File: src/rtl/hpt_pkg.sv
package hpt_pkg;
  localparam int VSID_W = 24;
  localparam int PIDX_W = 16;

  localparam logic [1:0] ACC_LOAD  = 2'd0;
  localparam logic [1:0] ACC_STORE = 2'd1;
  localparam logic [1:0] ACC_FETCH = 2'd2;

  localparam logic [31:0] CODE_MISS_LD = 32'h4000_0000;
  localparam logic [31:0] CODE_MISS_ST = 32'h4200_0000;
  localparam logic [31:0] CODE_PROT_LD = 32'h0800_0000;
  localparam logic [31:0] CODE_PROT_ST = 32'h0A00_0000;

  typedef enum logic [2:0] {
    S_IDLE, S_LOOK, S_RD0, S_RD1, S_CHK, S_WR_R, S_WR_C
  } walk_st_t;

  // Rights as {exec, write, read}
  function automatic logic [1:0] pp_rw(input logic key, input logic [1:0] pp);
    if (!key) pp_rw = (pp == 2'd3) ? 2'b01 : 2'b11;
    else begin
      case (pp)
        2'd0:    pp_rw = 2'b00;
        2'd2:    pp_rw = 2'b11;
        default: pp_rw = 2'b01;
      endcase
    end
  endfunction

  function automatic logic [31:0] miss_code(input logic [1:0] a);
    miss_code = (a == ACC_STORE) ? CODE_MISS_ST : CODE_MISS_LD;
  endfunction
endpackage

File: src/rtl/hpt_group_addr.sv
module hpt_group_addr
  import hpt_pkg::*;
#(
  parameter int GROUP_BYTES = 64
) (
  input  logic [VSID_W-1:0] vsid,
  input  logic [PIDX_W-1:0] page_idx,
  input  logic              second,
  input  logic [31:0]       base,
  input  logic [31:0]       mask,
  output logic [31:0]       grp_addr
);
  localparam int GSHIFT = $clog2(GROUP_BYTES);

  logic [31:0] hash;
  logic [31:0] sel_hash;

  always_comb begin
    hash     = 32'(vsid) ^ 32'(page_idx);
    sel_hash = second ? ~hash : hash;
    grp_addr = base + ((sel_hash << GSHIFT) & mask);
  end
endmodule

File: src/rtl/hpt_access_check.sv
module hpt_access_check
  import hpt_pkg::*;
(
  input  logic [31:0] pte1,
  input  logic        key_sup,
  input  logic        key_user,
  input  logic        prob_state,
  input  logic        seg_nx,
  input  logic [1:0]  acc,
  output logic        allowed,
  output logic [2:0]  perm_out,
  output logic [31:0] viol_code
);
  logic       key;
  logic [2:0] raw;
  logic       need_ok;

  always_comb begin
    key = prob_state ? key_user : key_sup;
    raw = {~seg_nx, pp_rw(key, pte1[1:0])};
    case (acc)
      ACC_STORE: need_ok = raw[1];
      ACC_FETCH: need_ok = raw[2];
      default:   need_ok = raw[0];
    endcase
    allowed   = need_ok;
    perm_out  = (!pte1[7] && acc != ACC_STORE) ? (raw & 3'b101) : raw;
    viol_code = (acc == ACC_STORE) ? CODE_PROT_ST : CODE_PROT_LD;
  end
endmodule

File: src/rtl/hpt_walker.sv
module hpt_walker
  import hpt_pkg::*;
#(
  parameter int GROUP_ENTRIES = 8,
  parameter int ENTRY_BYTES   = 8
) (
  input  logic              clk,
  input  logic              rst,
  input  logic              start,
  input  logic [23:0]       seg_vsid,
  input  logic              key_sup,
  input  logic              key_user,
  input  logic              seg_nx,
  input  logic              prob_state,
  input  logic [1:0]        acc,
  input  logic [31:0]       ea,
  input  logic [31:0]       cfg_base,
  input  logic [31:0]       cfg_mask,
  output logic              mem_req,
  output logic              mem_we,
  output logic [31:0]       mem_addr,
  output logic [7:0]        mem_wbyte,
  input  logic              mem_ack,
  input  logic [31:0]       mem_rdata,
  output logic              done,
  output logic              fault,
  output logic [31:0]       fault_code,
  output logic [31:0]       real_addr,
  output logic [2:0]        perm
);
  localparam int GROUP_BYTES = GROUP_ENTRIES * ENTRY_BYTES;
  localparam int SLOT_W      = $clog2(GROUP_ENTRIES);
  localparam int ESHIFT      = $clog2(ENTRY_BYTES);
  localparam logic [SLOT_W-1:0] LAST_SLOT = SLOT_W'(GROUP_ENTRIES - 1);

  walk_st_t          state;
  logic [VSID_W-1:0] vsid_q;
  logic [31:0]       ea_q, base_q, mask_q, pte1_q;
  logic [1:0]        acc_q;
  logic              ks_q, kp_q, nx_q, pr_q, pass_q;
  logic [SLOT_W-1:0] slot_q;

  logic [31:0] grp_addr, entry_addr;
  logic        hit0, allowed;
  logic [2:0]  perm_ok;
  logic [31:0] viol_code;
  logic        need_c;

  hpt_group_addr #(.GROUP_BYTES(GROUP_BYTES)) u_grp (
    .vsid(vsid_q), .page_idx(ea_q[27:12]), .second(pass_q),
    .base(base_q), .mask(mask_q), .grp_addr(grp_addr)
  );

  hpt_access_check u_chk (
    .pte1(pte1_q), .key_sup(ks_q), .key_user(kp_q), .prob_state(pr_q),
    .seg_nx(nx_q), .acc(acc_q), .allowed(allowed), .perm_out(perm_ok),
    .viol_code(viol_code)
  );

  always_comb begin
    entry_addr = grp_addr + (32'(slot_q) << ESHIFT);
    hit0 = mem_rdata[31] && (mem_rdata[6] == pass_q) &&
           (mem_rdata[30:7] == vsid_q) && (mem_rdata[5:0] == ea_q[27:22]);
    need_c = !pte1_q[7] && (acc_q == ACC_STORE);
  end

  always_ff @(posedge clk) begin
    if (rst) begin
      state <= S_IDLE;
      mem_req <= 1'b0; mem_we <= 1'b0; mem_addr <= '0; mem_wbyte <= '0;
      done <= 1'b0; fault <= 1'b0; fault_code <= '0; real_addr <= '0; perm <= '0;
      vsid_q <= '0; ea_q <= '0; base_q <= '0; mask_q <= '0; pte1_q <= '0;
      acc_q <= '0; ks_q <= 1'b0; kp_q <= 1'b0; nx_q <= 1'b0; pr_q <= 1'b0;
      pass_q <= 1'b0; slot_q <= '0;
    end else begin
      done <= 1'b0;
      case (state)
        S_IDLE: if (start) begin
          vsid_q <= seg_vsid; ea_q <= ea; base_q <= cfg_base; mask_q <= cfg_mask;
          acc_q <= acc; ks_q <= key_sup; kp_q <= key_user; nx_q <= seg_nx;
          pr_q <= prob_state; pass_q <= 1'b0; slot_q <= '0;
          state <= S_LOOK;
        end
        S_LOOK: begin
          mem_req <= 1'b1; mem_we <= 1'b0; mem_addr <= entry_addr;
          state <= S_RD0;
        end
        S_RD0: if (mem_ack) begin
          if (hit0) begin
            mem_addr <= entry_addr + 32'd4;
            state <= S_RD1;
          end else begin
            mem_req <= 1'b0;
            if (slot_q != LAST_SLOT) begin
              slot_q <= slot_q + 1'b1; state <= S_LOOK;
            end else if (!pass_q) begin
              pass_q <= 1'b1; slot_q <= '0; state <= S_LOOK;
            end else begin
              done <= 1'b1; fault <= 1'b1; fault_code <= miss_code(acc_q);
              perm <= '0; real_addr <= '0; state <= S_IDLE;
            end
          end
        end
        S_RD1: if (mem_ack) begin
          pte1_q <= mem_rdata; mem_req <= 1'b0; state <= S_CHK;
        end
        S_CHK: begin
          if (!allowed) begin
            done <= 1'b1; fault <= 1'b1; fault_code <= viol_code;
            perm <= '0; real_addr <= '0; state <= S_IDLE;
          end else if (!pte1_q[8]) begin
            mem_req <= 1'b1; mem_we <= 1'b1; mem_addr <= entry_addr + 32'd6;
            mem_wbyte <= pte1_q[15:8] | 8'h01; state <= S_WR_R;
          end else if (need_c) begin
            mem_req <= 1'b1; mem_we <= 1'b1; mem_addr <= entry_addr + 32'd7;
            mem_wbyte <= pte1_q[7:0] | 8'h80; state <= S_WR_C;
          end else begin
            done <= 1'b1; fault <= 1'b0; fault_code <= '0; perm <= perm_ok;
            real_addr <= {pte1_q[31:12], ea_q[11:0]}; state <= S_IDLE;
          end
        end
        S_WR_R: if (mem_ack) begin
          if (need_c) begin
            mem_addr <= entry_addr + 32'd7;
            mem_wbyte <= pte1_q[7:0] | 8'h80; state <= S_WR_C;
          end else begin
            mem_req <= 1'b0; mem_we <= 1'b0;
            done <= 1'b1; fault <= 1'b0; fault_code <= '0; perm <= perm_ok;
            real_addr <= {pte1_q[31:12], ea_q[11:0]}; state <= S_IDLE;
          end
        end
        S_WR_C: if (mem_ack) begin
          mem_req <= 1'b0; mem_we <= 1'b0;
          done <= 1'b1; fault <= 1'b0; fault_code <= '0; perm <= perm_ok;
          real_addr <= {pte1_q[31:12], ea_q[11:0]}; state <= S_IDLE;
        end
        default: state <= S_IDLE;
      endcase
    end
  end

  // a pending request keeps its address and kind until acknowledged
  p_req_hold_r2: assert property (@(posedge clk) disable iff (rst)
    (mem_req && !mem_ack) |=> (mem_req && $stable(mem_addr) && $stable(mem_we)));

  // the second-word read only follows a first-word read
  p_word_order_r2: assert property (@(posedge clk) disable iff (rst)
    (state == S_RD1) |-> ($past(state) == S_RD0 || $past(state) == S_RD1));

  // referenced-flag byte always carries bit 0 set
  p_ref_byte_r9: assert property (@(posedge clk) disable iff (rst)
    (mem_req && mem_we && mem_addr[2:0] == 3'd6) |-> mem_wbyte[0]);

  // changed-flag byte carries bit 7 and only for stores
  p_chg_byte_r10: assert property (@(posedge clk) disable iff (rst)
    (mem_req && mem_we && mem_addr[2:0] == 3'd7) |-> (mem_wbyte[7] && acc_q == ACC_STORE));

  // done is a single-cycle pulse
  p_done_pulse_r13: assert property (@(posedge clk) disable iff (rst)
    done |=> !done);

  // a fault returns no rights and no address
  p_fault_clean_r13: assert property (@(posedge clk) disable iff (rst)
    (done && fault) |-> (perm == 3'b000 && real_addr == 32'd0));
endmodule

File: config.mk
export PLATFORM = sky130hd
export DESIGN_NAME = hpt_walker
export DESIGN_NICKNAME = d
export VERILOG_FILES = /design/src/rtl/hpt_pkg.sv /design/src/rtl/hpt_group_addr.sv /design/src/rtl/hpt_access_check.sv /design/src/rtl/hpt_walker.sv
export SDC_FILE = /design/constraint.sdc
export NUM_CORES = 1
export LEC_CHECK = 0
export ABC_AREA = 1
export BUFFER_PORTS_ARGS = -buffer_cell sky130_fd_sc_hd__buf_2
export CORE_MARGIN = 3
export CORE_UTILIZATION = 36
export DETAILED_ROUTE_END_ITERATION = 16
export GPL_TIMING_DRIVEN = 0
export HOLD_SLACK_MARGIN = 0.05
export SYNTH_ARGS = -nofsm -noshare
export SYNTH_HDL_FRONTEND = slang
export SYNTH_HIERARCHICAL = 1
export SYNTH_SLANG_ARGS = --single-unit
File: constraint.sdc
create_clock -name clk -period 3.9 [get_ports clk]
set_clock_uncertainty 0.15 [all_clocks]
set_input_delay 0.195 -clock clk [delete_from_list [all_inputs] [get_ports clk]]
set_output_delay 0.195 -clock clk [all_outputs]
set_load 0.02 [all_outputs]
==> flow_summary.toml <==
[cells_and_area]
finalNetCount = 3406
synthToLayoutAreaGrowth_pct = 42.5
layout-drive-gt1-share_pct = 27.4

[logic_synthesis]
post_synthesis_mean_instance_area_um2 = 6.51
syn-cell-area_mm2 = 0.0172
synth.yosys.warnings = 6
syn-instance-count = 2641

[global_route]
grt_use_total_pct = 28.5
grt_pass1_vias = 19718
grt_max_degree = 15
grt_pass1_wl_um = 112000
global_route.overflow_total = 0
initial_antenna_violation_count = 1

[cts]
number_of_h_tree_branching_levels = 1
worst_skew_pair.late_latency_ns = 0.58
cts_inserted_buffers = 31
clk_transition_reported_paths_ns = 0.07
cts_buffer_depth = 3
tritoncts = "done"
cts.sinks = 266
cts-root-buf = "sky130_fd_sc_hd__clkbuf_16"

[timing]
timing.final.crit_period_ns = 4.29
timing.slew.headroom_pct = 31.3
fmax_mhz = 233
fin_tns_setup_ns = -5.64
final.period_utilization_pct = 110
slew_of_the_pin_with_the_lowest_slew_margin_ns = 1.03
report.final.hold_viol_count = 0
report.final.slew_viol_count = 0
finalWorstSetupSlack_ns = -0.389
setup_violations_final = 21
rsz0062_at_grt = "true"

[worst_setup_path]
setup.worst_path.end = "mem_addr[23]"
timing.critical_path.from_type = "register"
critical_path_peak_fanout = 4
kind_of_cell_adding_the_most_delay_to_the_critical_path = "simple AND/OR/NAND/NOR gates"
reg2regPathDepth = 29
register_to_register_setup_slack_ns = -0.39
worstPathBufferInverterCount = 5
r2r-end = "mem_addr[23]"
cpMaxStageDelayCell = "sky130_fd_sc_hd__dfxtp_4"
worst_ep_required_time_ns = 4.25
crit_path_start = "ea_q[12]"
setup.worst_path.class = "register to register"
crit_top_cell = "sky130_fd_sc_hd__nand2_4"
worstReg2RegStart = "ea_q[12]"
cpPeakStageDelay_ns = 0.37
worst_ep_arrival_time_ns = 4.64
worst-path-stages = 29
timing.critical_path.to_type = "register"

[pwr]
p_leak_uw = 0.0109
vdd.ir_drop.worst_mv = 0.388
total_power_uw = 13300
power_density_mw_per_mm2 = 544

[hold_path]
min_path_type = "primary input to register"
hold_depth = 3
min-delay-start = "rst"

[route]
count_of_unresolved_drc_violations_after_routing = 0
totalWireLength_um = 74300
drt_pre_antenna_iters = 6
routed_wl_per_cell_um = 19.4
route.antenna.remaining_nets = 0
route.detailed.vias_per_inst = 5.21
route.vias.total = 19992
first_iter_violations = 1720

[job]
drv.max_cap_violation_count = 0

[floorplan]
die-height_um = 225
dieArea_mm2 = 0.0504
floorplan.io_pins = 273
die_width_um = 225
row_count = 79
start_util_pct = 36.7
placeableCoreArea_mm2 = 0.0469

[place]
post_dp_hpwl_um = 55700
port_buffers = 261
gpl.final_weighted_congestion = 0.959

[outcome]
failed_checks = "negative setup slack"
run_status = "finished, violations left"
[power breakdown]
| part | internal, uW | switching (uW) |
|---|---|---|
| clock network | 1820 | 1240 |
| registers | 3190 | 426 |
| logic | 2290 | 4360 |
| total | 7290 | 6030 |
[sequential cells by signal (all words and copies together), names as in the netlist, 24 cells and up]
name	cells
base_q	32
fault_code	32
mem_addr	32
pte1_q	32
real_addr	32
ea_q	28
mask_q	26
vsid_q	24
[stage by stage]
| step | util [%] | instances | instance area (um^2) | setup slack, ns | hold WS, ns |
|---|---|---|---|---|---|
| final | 52.3 | 3836 | 24500 | -0.389 | 0.119 |
| after global routing | 52.3 | 3836 | 24500 | -0.611 | 0.154 |
| after CTS | 50.4 | 3805 | 23600 | -0.428 | 0.0869 |
| after detailed placement | 41.4 | 3538 | 19400 | -1.34 | 0.275 |
| after global placement | 41.4 | 3538 | 19400 | -1.42 | 0.268 |
| after floorplan | - | 2670 | 17300 | 0.0355 | 0.180 |
[tightest hold or removal path: stages]
cell and delay (ns):
sky130_fd_sc_hd__clkbuf_1 0.18, sky130_fd_sc_hd__clkbuf_1 0.28, sky130_fd_sc_hd__nor2_1 0.15
[layout by cell type, fill, tap and decap left out, drive strengths merged, types with 28 or more instances in the layout]
master,instances
a21oi,160
dfxtp,266
ha,37
nand4,28
buf,411
nand3,176
xor2,53
nand2,606
inv,255
a22oi,30
dlygate4sd3,150
a32oi,36
clkbuf,130
conb,31
nor2,502
o21ai,216
[per-layer routing]
| layer | part of all wire [%] | global-route usage [%] | vias up | wire length, um |
|---|---|---|---|---|
| met5 | 0 | 0 | - | 0 |
| met4 | 4.7 | 12.2 | 0 | 3450 |
| met3 | 6.6 | 4.93 | 188 | 4900 |
| met2 | 47 | 48.3 | 714 | 35000 |
| met1 | 42 | 35.7 | 9409 | 30900 |
| li1 | - | - | 9681 | - |
[worst min-delay path by stage]
stage,end
after floorplan,base_q[7]
after global placement,ea_q[15]
after detailed placement,ea_q[8]
after CTS,pte1_q[18]
after global routing,perm[0]
final,real_addr[31]
[final cells by class]
cell class              count  area [um^2]
flip-flops and latches    266         5340
clock inverters            15          196
inverters                 256          988
diodes                      1         2.50
multi-input cells        2000        12000
repair buffers            503         3620
clock buffers              41          863
well taps                 607          759
fillers                  4613        22400
plain buffers             147          747
[what timing repair did]
| action | 4_1_cts | 5_1_grt |
|---|---|---|
| hold buffers | 150 | 0 |
| setup buffers | 61 | 31 |
| gates cloned | 0 | 1 |
| endpoints found under the setup margin | 24 | 24 |
| pin swaps | 77 | 112 |
| resized for setup | 278 | 146 |
| hold endpoints to repair | 153 | 0 |
Note: power is estimated with default switching activity, not from simulation.
